--- config.mk ---
export PLATFORM = sky130hd
export DESIGN_NAME = dxc_chains
export DESIGN_NICKNAME = d
export VERILOG_FILES = /design/src/rtl/dxc_pkg.sv /design/src/rtl/dxc_issue_gen.sv /design/src/rtl/dxc_instr_chain.sv /design/src/rtl/dxc_data_chain.sv /design/src/rtl/dxc_chains.sv
export SDC_FILE = /design/constraint.sdc
export NUM_CORES = 1
export LEC_CHECK = 0
export BUFFER_PORTS_ARGS = -buffer_cell sky130_fd_sc_hd__buf_2
export CORE_ASPECT_RATIO = 2
export CORE_UTILIZATION = 60
export CTS_CLUSTER_SIZE = 14
export DETAILED_ROUTE_END_ITERATION = 8
export PLACE_DENSITY = 0.92
export SETUP_SLACK_MARGIN = 0.02
export SYNTH_ARGS = -nofsm -noshare
export SYNTH_HDL_FRONTEND = slang
export SYNTH_HIERARCHICAL = 1
export SYNTH_SLANG_ARGS = --single-unit
--- constraint.sdc ---
create_clock -name clk -period 4.1 [get_ports clk]
set_input_delay 0.615 -clock clk [delete_from_list [all_inputs] [get_ports clk]]
set_output_delay 0.615 -clock clk [all_outputs]
set_load 0.02 [all_outputs]
--- src/rtl/dxc_pkg.sv ---
package dxc_pkg;
  typedef enum logic [1:0] {
    IR_NONE  = 2'b00,
    IR_READ  = 2'b01,
    IR_WRITE = 2'b10,
    IR_SPARE = 2'b11
  } ir_mode_e;
endpackage

--- src/rtl/dxc_issue_gen.sv ---
module dxc_issue_gen #(
  parameter int SEL_W    = 4,
  parameter int INSTR_ID = 4,
  parameter int DATA_ID  = 5
) (
  input  logic             clk,
  input  logic             rst,
  input  logic             tap_idle,
  input  logic [SEL_W-1:0] chain_sel,
  input  logic [1:0]       ir_mode,
  output logic             issue_now,
  output logic             core_issue
);
  import dxc_pkg::*;

  logic idle_q;
  logic run_ok;

  assign run_ok = ((chain_sel == SEL_W'(INSTR_ID)) || (chain_sel == SEL_W'(DATA_ID))) &&
                  ((ir_mode == IR_READ) || (ir_mode == IR_WRITE));
  assign issue_now = tap_idle && !idle_q && run_ok;

  always_ff @(posedge clk) begin
    if (rst) begin
      idle_q     <= 1'b0;
      core_issue <= 1'b0;
    end else begin
      idle_q     <= tap_idle;
      core_issue <= issue_now;
    end
  end


  no_reissue_chk: assert property (@(posedge clk) disable iff (rst)
    core_issue |=> !core_issue);

  issue_idle_chk: assert property (@(posedge clk) disable iff (rst)
    core_issue |-> $past(tap_idle));
endmodule

--- src/rtl/dxc_instr_chain.sv ---
module dxc_instr_chain #(
  parameter int INSTR_W = 32
) (
  input  logic               clk,
  input  logic               rst,
  input  logic               active,
  input  logic               capture,
  input  logic               shift,
  input  logic               update,
  input  logic               tdi,
  input  logic               issue_now,
  input  logic               core_done,
  output logic               tdo,
  output logic [INSTR_W-1:0] core_instr
);
  localparam int LEN = INSTR_W + 1;

  logic [LEN-1:0] sr;
  logic           done_q;

  always_ff @(posedge clk) begin
    if (rst) begin
      sr         <= '0;
      core_instr <= '0;
    end else if (active) begin
      if (capture)
        sr <= {done_q, core_instr};
      else if (shift)
        sr <= {tdi, sr[LEN-1:1]};
      else if (update)
        core_instr <= sr[INSTR_W-1:0];
    end
  end

  always_ff @(posedge clk) begin
    if (rst)
      done_q <= 1'b1;
    else if (issue_now)
      done_q <= 1'b0;
    else if (core_done)
      done_q <= 1'b1;
  end

  assign tdo = sr[0];


  done_clear_chk: assert property (@(posedge clk) disable iff (rst)
    issue_now |=> !done_q);
endmodule

--- src/rtl/dxc_data_chain.sv ---
module dxc_data_chain #(
  parameter int DATA_W = 32
) (
  input  logic              clk,
  input  logic              rst,
  input  logic              active,
  input  logic              mode_rd,
  input  logic              mode_wr,
  input  logic              capture,
  input  logic              shift,
  input  logic              update,
  input  logic              tdi,
  input  logic              core_take,
  input  logic              core_wr,
  input  logic [DATA_W-1:0] core_wdata,
  output logic              tdo,
  output logic              to_core_valid,
  output logic [DATA_W-1:0] to_core_data
);
  localparam int LEN = DATA_W + 2;

  logic [LEN-1:0]    sr;
  logic              cap_ok;
  logic              from_valid;
  logic [DATA_W-1:0] from_word;
  logic              wr_free;
  logic              do_cap_rd;

  assign wr_free   = !to_core_valid || core_take;
  assign do_cap_rd = active && capture && mode_rd;

  always_ff @(posedge clk) begin
    if (rst) begin
      sr     <= '0;
      cap_ok <= 1'b0;
    end else if (active) begin
      if (capture) begin
        if (mode_wr) begin
          sr     <= {wr_free, wr_free, {DATA_W{1'b0}}};
          cap_ok <= wr_free;
        end else begin
          sr     <= {from_valid, from_valid, (from_valid ? from_word : {DATA_W{1'b0}})};
          cap_ok <= 1'b0;
        end
      end else if (shift) begin
        sr <= {tdi, sr[LEN-1:1]};
      end else if (update) begin
        cap_ok <= 1'b0;
      end
    end
  end

  always_ff @(posedge clk) begin
    if (rst) begin
      to_core_valid <= 1'b0;
      to_core_data  <= '0;
    end else if (active && update && mode_wr && cap_ok) begin
      to_core_valid <= 1'b1;
      to_core_data  <= sr[DATA_W-1:0];
    end else if (core_take) begin
      to_core_valid <= 1'b0;
    end
  end

  always_ff @(posedge clk) begin
    if (rst) begin
      from_valid <= 1'b0;
      from_word  <= '0;
    end else if (core_wr) begin
      from_valid <= 1'b1;
      from_word  <= core_wdata;
    end else if (do_cap_rd) begin
      from_valid <= 1'b0;
    end
  end

  assign tdo = sr[0];


  drop_write_chk: assert property (@(posedge clk) disable iff (rst)
    (active && update && mode_wr && !cap_ok) |=> $stable(to_core_data));

  read_consume_chk: assert property (@(posedge clk) disable iff (rst)
    $fell(from_valid) |-> $past(do_cap_rd));
endmodule

--- src/rtl/dxc_chains.sv ---
module dxc_chains #(
  parameter int DATA_W   = 32,
  parameter int SEL_W    = 4,
  parameter int INSTR_ID = 4,
  parameter int DATA_ID  = 5
) (
  input  logic              clk,
  input  logic              rst,
  input  logic              tap_idle,
  input  logic              capture_dr,
  input  logic              shift_dr,
  input  logic              update_dr,
  input  logic              tdi,
  input  logic [SEL_W-1:0]  chain_sel,
  input  logic [1:0]        ir_mode,
  output logic              tdo,
  output logic              core_issue,
  output logic [DATA_W-1:0] core_instr,
  input  logic              core_done,
  input  logic              core_take,
  input  logic              core_wr,
  input  logic [DATA_W-1:0] core_wdata,
  output logic              to_core_valid,
  output logic [DATA_W-1:0] to_core_data
);
  import dxc_pkg::*;

  logic mode_rd, mode_wr, acc_ok;
  logic sel_instr, sel_data;
  logic issue_now;
  logic i_tdo, d_tdo;

  assign mode_rd   = (ir_mode == IR_READ);
  assign mode_wr   = (ir_mode == IR_WRITE);
  assign acc_ok    = mode_rd || mode_wr;
  assign sel_instr = acc_ok && (chain_sel == SEL_W'(INSTR_ID));
  assign sel_data  = acc_ok && (chain_sel == SEL_W'(DATA_ID));

  dxc_issue_gen #(.SEL_W(SEL_W), .INSTR_ID(INSTR_ID), .DATA_ID(DATA_ID)) u_issue (
    .clk(clk), .rst(rst), .tap_idle(tap_idle), .chain_sel(chain_sel),
    .ir_mode(ir_mode), .issue_now(issue_now), .core_issue(core_issue)
  );

  dxc_instr_chain #(.INSTR_W(DATA_W)) u_instr (
    .clk(clk), .rst(rst), .active(sel_instr), .capture(capture_dr),
    .shift(shift_dr), .update(update_dr), .tdi(tdi), .issue_now(issue_now),
    .core_done(core_done), .tdo(i_tdo), .core_instr(core_instr)
  );

  dxc_data_chain #(.DATA_W(DATA_W)) u_data (
    .clk(clk), .rst(rst), .active(sel_data), .mode_rd(mode_rd), .mode_wr(mode_wr),
    .capture(capture_dr), .shift(shift_dr), .update(update_dr), .tdi(tdi),
    .core_take(core_take), .core_wr(core_wr), .core_wdata(core_wdata),
    .tdo(d_tdo), .to_core_valid(to_core_valid), .to_core_data(to_core_data)
  );

  assign tdo = sel_data ? d_tdo : (sel_instr ? i_tdo : 1'b0);
endmodule

==> flow_summary.toml, run 1 <==
[setup_path]
end_kind = "register"
crit_fanout = 20
required_ps = 4420
start_kind = "input port"
cpPeakStageDelay_ps = 570
worst-path-buf-inv = 3
cp_slowest_cell = "or4b_4"
cp_cell_sequence = "buf_2 > inv_1 > ha_1 > or4b_4 > nor2_1 > and4_1 > buf_4 > nand2_1 > a21oi_1"
reg2reg_depth = 4
crit_cells = 9
critPathKind = "in -> reg"
path_delay_family = "simple AND/OR/NAND/NOR gates"
crit_arrival_ps = 3220

[power_and_ir_drop]
p_comb_share_pct = 5.0
sw_frac_of_total_pct = 21.6
p_total_uw = 3460
cellLeakagePower_uw = 0.00337
pwr-share-clk_pct = 46.0
p_int_uw = 2710
p_sw_uw = 749
peakVddDrop_uv = 437
power_density_nw_per_um2 = 430
power_frac_seq_pct = 48.9

[grt]
grt_pass1_vias = 5552
grt_start_max_net_pins = 64
grt.total_usage_pct = 28.0
antenna_found_initial = 0
grt_pass1_wl_um = 26600
grt_overflow = 0

[synthesis]
synthTopCellsByCount = "dfxtp_1 (169), mux2i_1 (97), nor2_1 (72)"
yosysWarnings = 6
syn_avg_cell_area_sq_um = 10.0
synth_cells = 698
synth_top_area_share_pct = 48.4
ys_types = 36
synthMostInstantiatedCell = "dfxtp_1"
synthArstFlopShare_pct = 0
yosysSeqAreaShare_pct = 48.4
syn_nets = 748
synth_edf_count = 0
yosys-top-cells-area = "dfxtp_1 (48%), mux2i_1 (14%), nand2b_1 (6.0%)"
synth.cell_area_sq_um = 6990
ys_seq_elements = 169
yosys.area.top_type = "dfxtp_1"
synthFlopType = "dfxtp_1"

[detailed_routing]
via_per_inst = 6.00
dr.pass1.iters = 5
post-route-drc-count = 0
dr.first_iter.drc_count = 316
wl_per_cell_um = 18.0
num_vias = 5613
drtAntennaViolNets = 0
routed_wl_um = 16900

[sta]
fmax_mhz = 345
period_share_pct = 70.7
grt_setup_unrepaired = "false"
fin_crit_ps = 2900
slew_viol_final = 0
clock_skew_ps = 10.3
slew_headroom_pct = 19.8
hold_viol = 0
worstMarginPinSlew_ps = 1200
fin_hold_ws_ps = 412
setup_viol = 0
fin_setup_tns_ps = 0

[finish]
area_growth_pct = 15.0
diodes = 0
fillers = 810
drive_gt1_share_pct = 22.9
nets = 832

[placed_design]
globalplace.congestion = 0.795
dp_hpwl_um = 11000
port_buffers = 114

[clock_network]
cts.sinks = 169
cts.path.max_buffers = 2
cts_resized = 0
cts.clk_slew.worst_paths_ps = 60
cts_tree = "done"
cts_buffers = 17
cts-hold-fix-buffers = 0
clk_latency_ps = 410
h-tree-depth = 4
root_buffer = "clkbuf_16"
cts_setup_buffers = 0

[worst_hold_path]
whs_path_depth = 2
min_path_type = "in -> reg"

[floorplanning]
dieHeight_um = 155
floorplan.die.width_um = 78.3
core_area_sq_um = 11400
row_count = 55
num_io_pins = 115
initial_utilization_pct = 61.6
dieArea_sq_um = 12100

[job]
drv_cap = 0

[run_status]
status = "complete, no violations"
[sequential cells by signal, indices dropped and copies added (netlist names)]
signal and count:
u_data/sr 34, u_data/cap_ok 1, u_issue/core_issue 1, u_issue/idle_q 1, u_instr/core_instr 32, u_data/to_core_valid 1
u_instr/sr 33, u_data/from_valid 1, u_data/from_word 32, u_data/to_core_data 32, u_instr/done_q 1
[area by class of cell]
cell class	instances	area [sq um]	area share, %
tap	142	178	2.21
timing repair buffer	127	671	8.35
clock buffer	19	443	5.51
inverter	5	18.8	0.234
sequential	169	3380	42.1
clock inverter	12	149	1.85
multi-input combinational	462	3190	39.7
[worst paths after layout]
kind	startpoint	end	slack [ps]
worst max register to register	u_data/from_valid	u_data/sr[11]	2540
worst min register to register	u_data/to_core_data[0]	u_data/to_core_data[0]	450
worst max-delay path	ir_mode[0]	u_data/to_core_data[25]	1200
worst min-delay path	chain_sel[3]	u_issue/core_issue	410
[layer usage]
| layer | wire length [um] | track usage, % | vias to the layer above |
|---|---|---|---|
| met5 | 0 | 0 | - |
| met4 | 426 | 10.9 | 0 |
| met3 | 823 | 6.19 | 36 |
| met2 | 9390 | 53.0 | 233 |
| met1 | 6210 | 29.2 | 2703 |
| li1 | - | - | 2641 |
[kinds of logic after synthesis]
group	share of synthesized area, %
fa+ha+maj	0.358
compound gates	13.7
simple gates	17.6
flops	48.4
xor+xnor	0.125
buf+inv	5.94
mux	13.9
[power groups by stage]
stage | combinational, uW | clock [uW] | sequential, uW
4_1_cts | 173 | 1610 | 1690
3_5_place_dp | 172 | 0 | 1730
2_1_floorplan | 130 | 0 | 1720
6_report | 174 | 1590 | 1690
5_1_grt | 187 | 1690 | 1690
3_3_place_gp | 165 | 0 | 1730
[placed cells by master, fill, tap and decap left out, types with 2 or more instances in the layout]
cell	n
bufinv_16	3
inv_6	2
buf_4	14
buf_2	113
nand3b_1	2
a211oi_1	2
o32ai_1	31
mux2i_1	97
nand4_1	2
nor3_1	33
o211ai_1	2
a221oi_1	12
nand2b_1	67
a221oi_2	20
clkbuf_16	17
nand2_1	66
a21oi_1	37
o21a_1	2
ha_1	2
inv_1	5
dfxtp_1	169
nand4bb_1	3
nor2_1	71
clkinv_2	5
[per-stage QoR]
stage          utilization, %  std cells  area (sq um)  setup WS, ps
5_1_grt                  70.8        936          8040          1020
4_1_cts                  70.8        936          8040          1230
3_3_place_gp             65.6        905          7440           964
3_5_place_dp             65.6        905          7440           862
6_report                 70.8        936          8040          1200
2_1_floorplan               -        698          6990          1670
[worst reg2reg max path, cell delays in order (launching register included)]
cell and delay, ps:
dfxtp_1 350, and3b_1 160, buf_4 410, a221oi_1 170, nor3_1 350
Power figures use the tool's default switching activity.
==> run 2: changes to the inputs <==
- CORE_UTILIZATION: 60 -> 56
- PLACE_DENSITY: 0.92 -> 0.87
- clock period: 4.1 -> 2.8 ns (I/O delays scaled with it)
==> run 2 against run 1 <==
Compared with the run above:
- total power up 46%
- critical path depth unchanged
- clock power up 46%
- sequential power up 47%
- critical endpoint is now u_data/sr[4]
- sequential share of layout area down 0.38 points
- core utilization down 3.9 points
- highest routed layer unchanged
- critical path type unchanged
- routed wire length down 2.1%
==> flow_summary.toml, run 2 (synthesized netlist as in run 1, its figures left out) <==
[sta]
fin_crit_ps = 2200
period_share_pct = 78.7
hold_viol = 0
slew_headroom_pct = 20.1
clock_skew_ps = 5.02
grt_setup_unrepaired = "false"
setup_viol = 0
fin_setup_tns_ps = 0
slew_viol_final = 0
fmax_mhz = 454
worstMarginPinSlew_ps = 1190

[setup_path]
ff2ff_setup_slack_ps = 1170
crit_fanout = 34
r2r-end = "u_data/sr[3]"
r2r-start = "u_data/from_valid"
end_kind = "register"
required_ps = 3090
crit_arrival_ps = 2490
reg2reg_depth = 3
critPathKind = "in -> reg"
start_kind = "input port"

[clock_network]
clk_latency_ps = 420
cts.path.max_buffers = 2
root_buffer = "clkbuf_16"
cts_setup_buffers = 0
cts_resized = 0
cts-hold-fix-buffers = 0
cts.clk_slew.worst_paths_ps = 60
cts_buffers = 17
cts.sinks = 169
h-tree-depth = 4
cts_tree = "done"

[worst_hold_path]
holdPathEnd = "u_issue/core_issue"
min_path_type = "in -> reg"
whs_path_depth = 2
hp-start = "chain_sel[3]"

[detailed_routing]
dr.first_iter.drc_count = 264
drtAntennaViolNets = 0
post-route-drc-count = 0
routed_wl_um = 16500
wl_per_cell_um = 17.4
via_per_inst = 5.78
num_vias = 5459
dr.pass1.iters = 5

[grt]
met3_usage_pct = 5.77
grt.total_usage_pct = 26.4
grt_overflow = 0
grt.met2_usage_pct = 47.5
antenna_found_initial = 0
grt_pass1_wl_um = 26500
grt_start_max_net_pins = 90
busiest_layer = "met2"
grt_pass1_vias = 5475
use_met1_pct = 28.5

[floorplanning]
row_count = 57
initial_utilization_pct = 57.7
core_area_sq_um = 12100
dieArea_sq_um = 13000
dieHeight_um = 160
floorplan.die.width_um = 81.0
num_io_pins = 115

[run_status]
status = "complete, no violations"

[job]
drv_cap = 0

[placed_design]
globalplace.congestion = 0.830
port_buffers = 114
place_area_sq_um = 7520
dp_hpwl_um = 11000

[finish]
top_register = "u_data/sr"
final_area_sq_um = 8110
final_cell_mix = "dfxtp_1 (169), buf_2 (113), mux2i_1 (97)"
top_regs = "u_data/sr (34), u_instr/sr (33)"
drive_gt1_share_pct = 23.4
largest_reg_flops = 34
layout_commonest_cell = "dfxtp_1"
diodes = 0
area_growth_pct = 16.0
nets = 835

[power_and_ir_drop]
power_density_nw_per_um2 = 623
cellLeakagePower_uw = 0.00337
peakVddDrop_uv = 487
run 2: changes by cell type in the layout (fill, tap and decap cells not counted), sizes merged:
cell and delta:
buf +3, bufinv -1, clkinv -4, clkinvlp +4, inv +2
run 2: worst max-delay path by stage:
stage | start | endpoint | slack [ps] | cells past startpoint
3_5_place_dp | ir_mode[0] | u_instr/core_instr[15] | 210 | 8
6_report | ir_mode[0] | u_data/sr[4] | 600 | 9
2_1_floorplan | ir_mode[0] | u_instr/core_instr[10] | 560 | 8
4_1_cts | ir_mode[0] | tdo | 590 | 6
3_3_place_gp | ir_mode[0] | u_data/sr[11] | 320 | 9
5_1_grt | ir_mode[0] | u_data/sr[4] | 500 | 9
run 2: final cells by class:
| cell class | instances | area (sq um) |
|---|---|---|
| fill | 971 | 4010 |
| sequential | 169 | 3380 |
| multi-input combinational | 462 | 3200 |
| timing repair buffer | 130 | 743 |
| clock buffer | 19 | 443 |
| tap | 147 | 184 |
| clock inverter | 13 | 143 |
| inverter | 5 | 18.8 |
run 2: power breakdown:
part	internal, uW	switching, uW	leakage (uW)
clock network	1350	975	0.000273
registers	2440	31.4	0.00137
logic	108	151	0.00173
run 2: layer usage:
layer  share of wire [%]  vias to the layer above  wire length [um]
met3                 4.3                       31               717
li1                    -                     2641                 -
met2                  55                      166              9100
met1                  38                     2621              6240
met4                 2.6                        0               434
met5                   0                        -                 0
run 2: stage by stage:
| step | power (uW) | utilization (%) | instances | hold slack, ps | worst slack (ps) |
|---|---|---|---|---|---|
| finish | 5060 | 66.9 | 945 | 225 | 597 |
| global route | 5210 | 66.9 | 945 | 224 | 503 |
| CTS | 5070 | 66.9 | 945 | 216 | 591 |
| detailed placement | 2790 | 62.1 | 913 | 446 | 212 |
| global placement | 2770 | 62.1 | 913 | 441 | 324 |
| floorplan | 2710 | - | 698 | 445 | 564 |
run 2: critical path, stage by stage:
cell      delay [ps]
buf_2            110
inv_1             50
ha_1             290
or4b_4           560
nor2_1           110
buf_4            170
o21ai_4          290
a221oi_1         380
nor3_1            90
==> run 3: changes to the inputs <==
- clock period: 2.8 -> 2.1 ns (I/O delays scaled with it)
==> run 3 against run 2 <==
Compared with the run above:
- critical path depth down 3
- non-clock buffer count up 15
- highest routed layer unchanged
- sequential cell count unchanged
- global-route usage is 0.88 points lower
- die area stayed put
- clock power rose by 31%
- clock-buffer cell count did not move
- hold slack got worse by 110 ps
- register-to-register slack got worse by 390 ps
- routed wire length shrank 1.2%
- first-iteration DRC count is 8.7% lower
- design area increased by 1.8%
==> flow_summary.toml, run 3 (synthesized netlist as in run 1, its figures left out) <==
[run_status]
status = "complete, no violations"

[clock_network]
cts_tree = "done"
cts_resized = 0
cts-hold-fix-buffers = 0
cts.path.max_buffers = 2
cts.clk_slew.worst_paths_ps = 70
h-tree-depth = 4
cts_setup_buffers = 0
cts_buffers = 17
cts.sinks = 169
clk_latency_ps = 410
root_buffer = "clkbuf_16"

[grt]
use_met1_pct = 27.0
antenna_found_initial = 0
met3_usage_pct = 4.86
busiest_layer = "met2"
grt_pass1_wl_um = 26000
grt.met2_usage_pct = 47.7
grt_pass1_vias = 5490
grt.total_usage_pct = 25.6
grt_overflow = 0
grt_start_max_net_pins = 68

[finish]
top_register = "u_data/sr"
multi_input_area_sq_um = 3200
area_growth_pct = 18.1
layout_commonest_cell = "dfxtp_1"
drive_gt1_share_pct = 24.8
final_cell_mix = "dfxtp_1 (169), buf_2 (113), mux2i_1 (97)"
finalNonFillerCells = 960
fillers = 949
diodes = 0
nets = 850
top_regs = "u_data/sr (34), u_instr/sr (33)"
ff_latch_area_sq_um = 3380
largest_reg_flops = 34
post-route-util_pct = 68.1

[floorplanning]
row_count = 57
floorplan.die.width_um = 81.0
dieArea_sq_um = 13000
dieHeight_um = 160
num_io_pins = 115
core_area_sq_um = 12100
initial_utilization_pct = 57.7

[sta]
worstMarginPinSlew_ps = 553
hold_viol = 0
clock_skew_ps = 7.29
slew_headroom_pct = 63.1
fmax_mhz = 521
layout_setup_ws_ps = 180
fin_setup_tns_ps = 0
grt_setup_unrepaired = "false"
fin_crit_ps = 1920
slew_viol_final = 0
setup_viol = 0
period_share_pct = 91.4

[detailed_routing]
num_vias = 5582
drtAntennaViolNets = 0
routed_wl_um = 16300
wl_per_cell_um = 17.0
post-route-drc-count = 0
dr.first_iter.drc_count = 241
dr.pass1.iters = 5
via_per_inst = 5.81

[setup_path]
crit_arrival_ps = 1600
r2r-start = "u_data/from_valid"
r2r-end = "u_data/sr[28]"
crit_fanout = 3
required_ps = 1780
reg2reg_depth = 4
start_kind = "input port"
critPathKind = "in -> out"
end_kind = "output pin"
ff2ff_setup_slack_ps = 780

[placed_design]
post-place-cells = 928
dp_slack_ps = -209
port_buffers = 114
dp_hpwl_um = 11400
globalplace.congestion = 0.798

[power_and_ir_drop]
peakVddDrop_uv = 587
power_density_nw_per_um2 = 810
cellLeakagePower_uw = 0.00347

[job]
drv_cap = 0

[worst_hold_path]
min_path_type = "in -> reg"
holdPathEnd = "u_issue/core_issue"
hp-start = "chain_sel[3]"
whs_path_depth = 2
-- run 3: changes by cell type in the layout (fill, tap and decap cells not counted), sizes merged --
cell	delta
inv	+3
bufinv	-1
buf	+15
clkinv	+1
clkinvlp	-3
-- run 3: area by class of cell --
type                            instances  share of cell area [%]
Clock buffer                           19                    5.37
Clock inverter                         13                    1.62
Inverter                                5                   0.227
Multi-Input combinational cell        462                    38.7
Sequential cell                       169                    41.0
Tap cell                              147                    2.23
Timing Repair Buffer                  145                    10.8
-- run 3: per-stage QoR --
stage	hold slack (ps)	area, sq um	total power [uW]
floorplan	386	6990	3610
global placement	443	7680	3710
detailed placement	447	7680	3730
CTS	106	8250	6730
global route	109	8250	6890
finish	117	8250	6690
-- run 3: worst max-delay path by stage --
stage,endpoint,slack [ps],startpoint
after global placement,u_data/sr[3],-200,ir_mode[0]
final,tdo,180,ir_mode[0]
after floorplan,u_data/to_core_data[24],30,ir_mode[0]
after detailed placement,u_data/to_core_data[4],-210,ir_mode[0]
after CTS,tdo,170,ir_mode[0]
after global routing,u_data/sr[28],80,ir_mode[0]
-- run 3: worst max-delay path, cell delays in order --
cell,delay (ps)
buf_2,90
inv_1,40
ha_1,280
or4b_4,570
nor2_1,120
buf_2,190
-- run 3: report_power, final --
part	total, uW	internal (uW)	leakage, uW	switching (uW)
combinational	358	156	0.00182	203
clock	3030	1700	0.000279	1330
sequential	3300	3260	0.00137	43.1
-- run 3: layer usage --
| layer | share of wire, % | vias to the layer above |
|---|---|---|
| met3 | 4.2 | 18 |
| met2 | 57 | 153 |
| li1 | - | 2675 |
| met5 | 0 | - |
| met1 | 37 | 2736 |
| met4 | 1.3 | 0 |
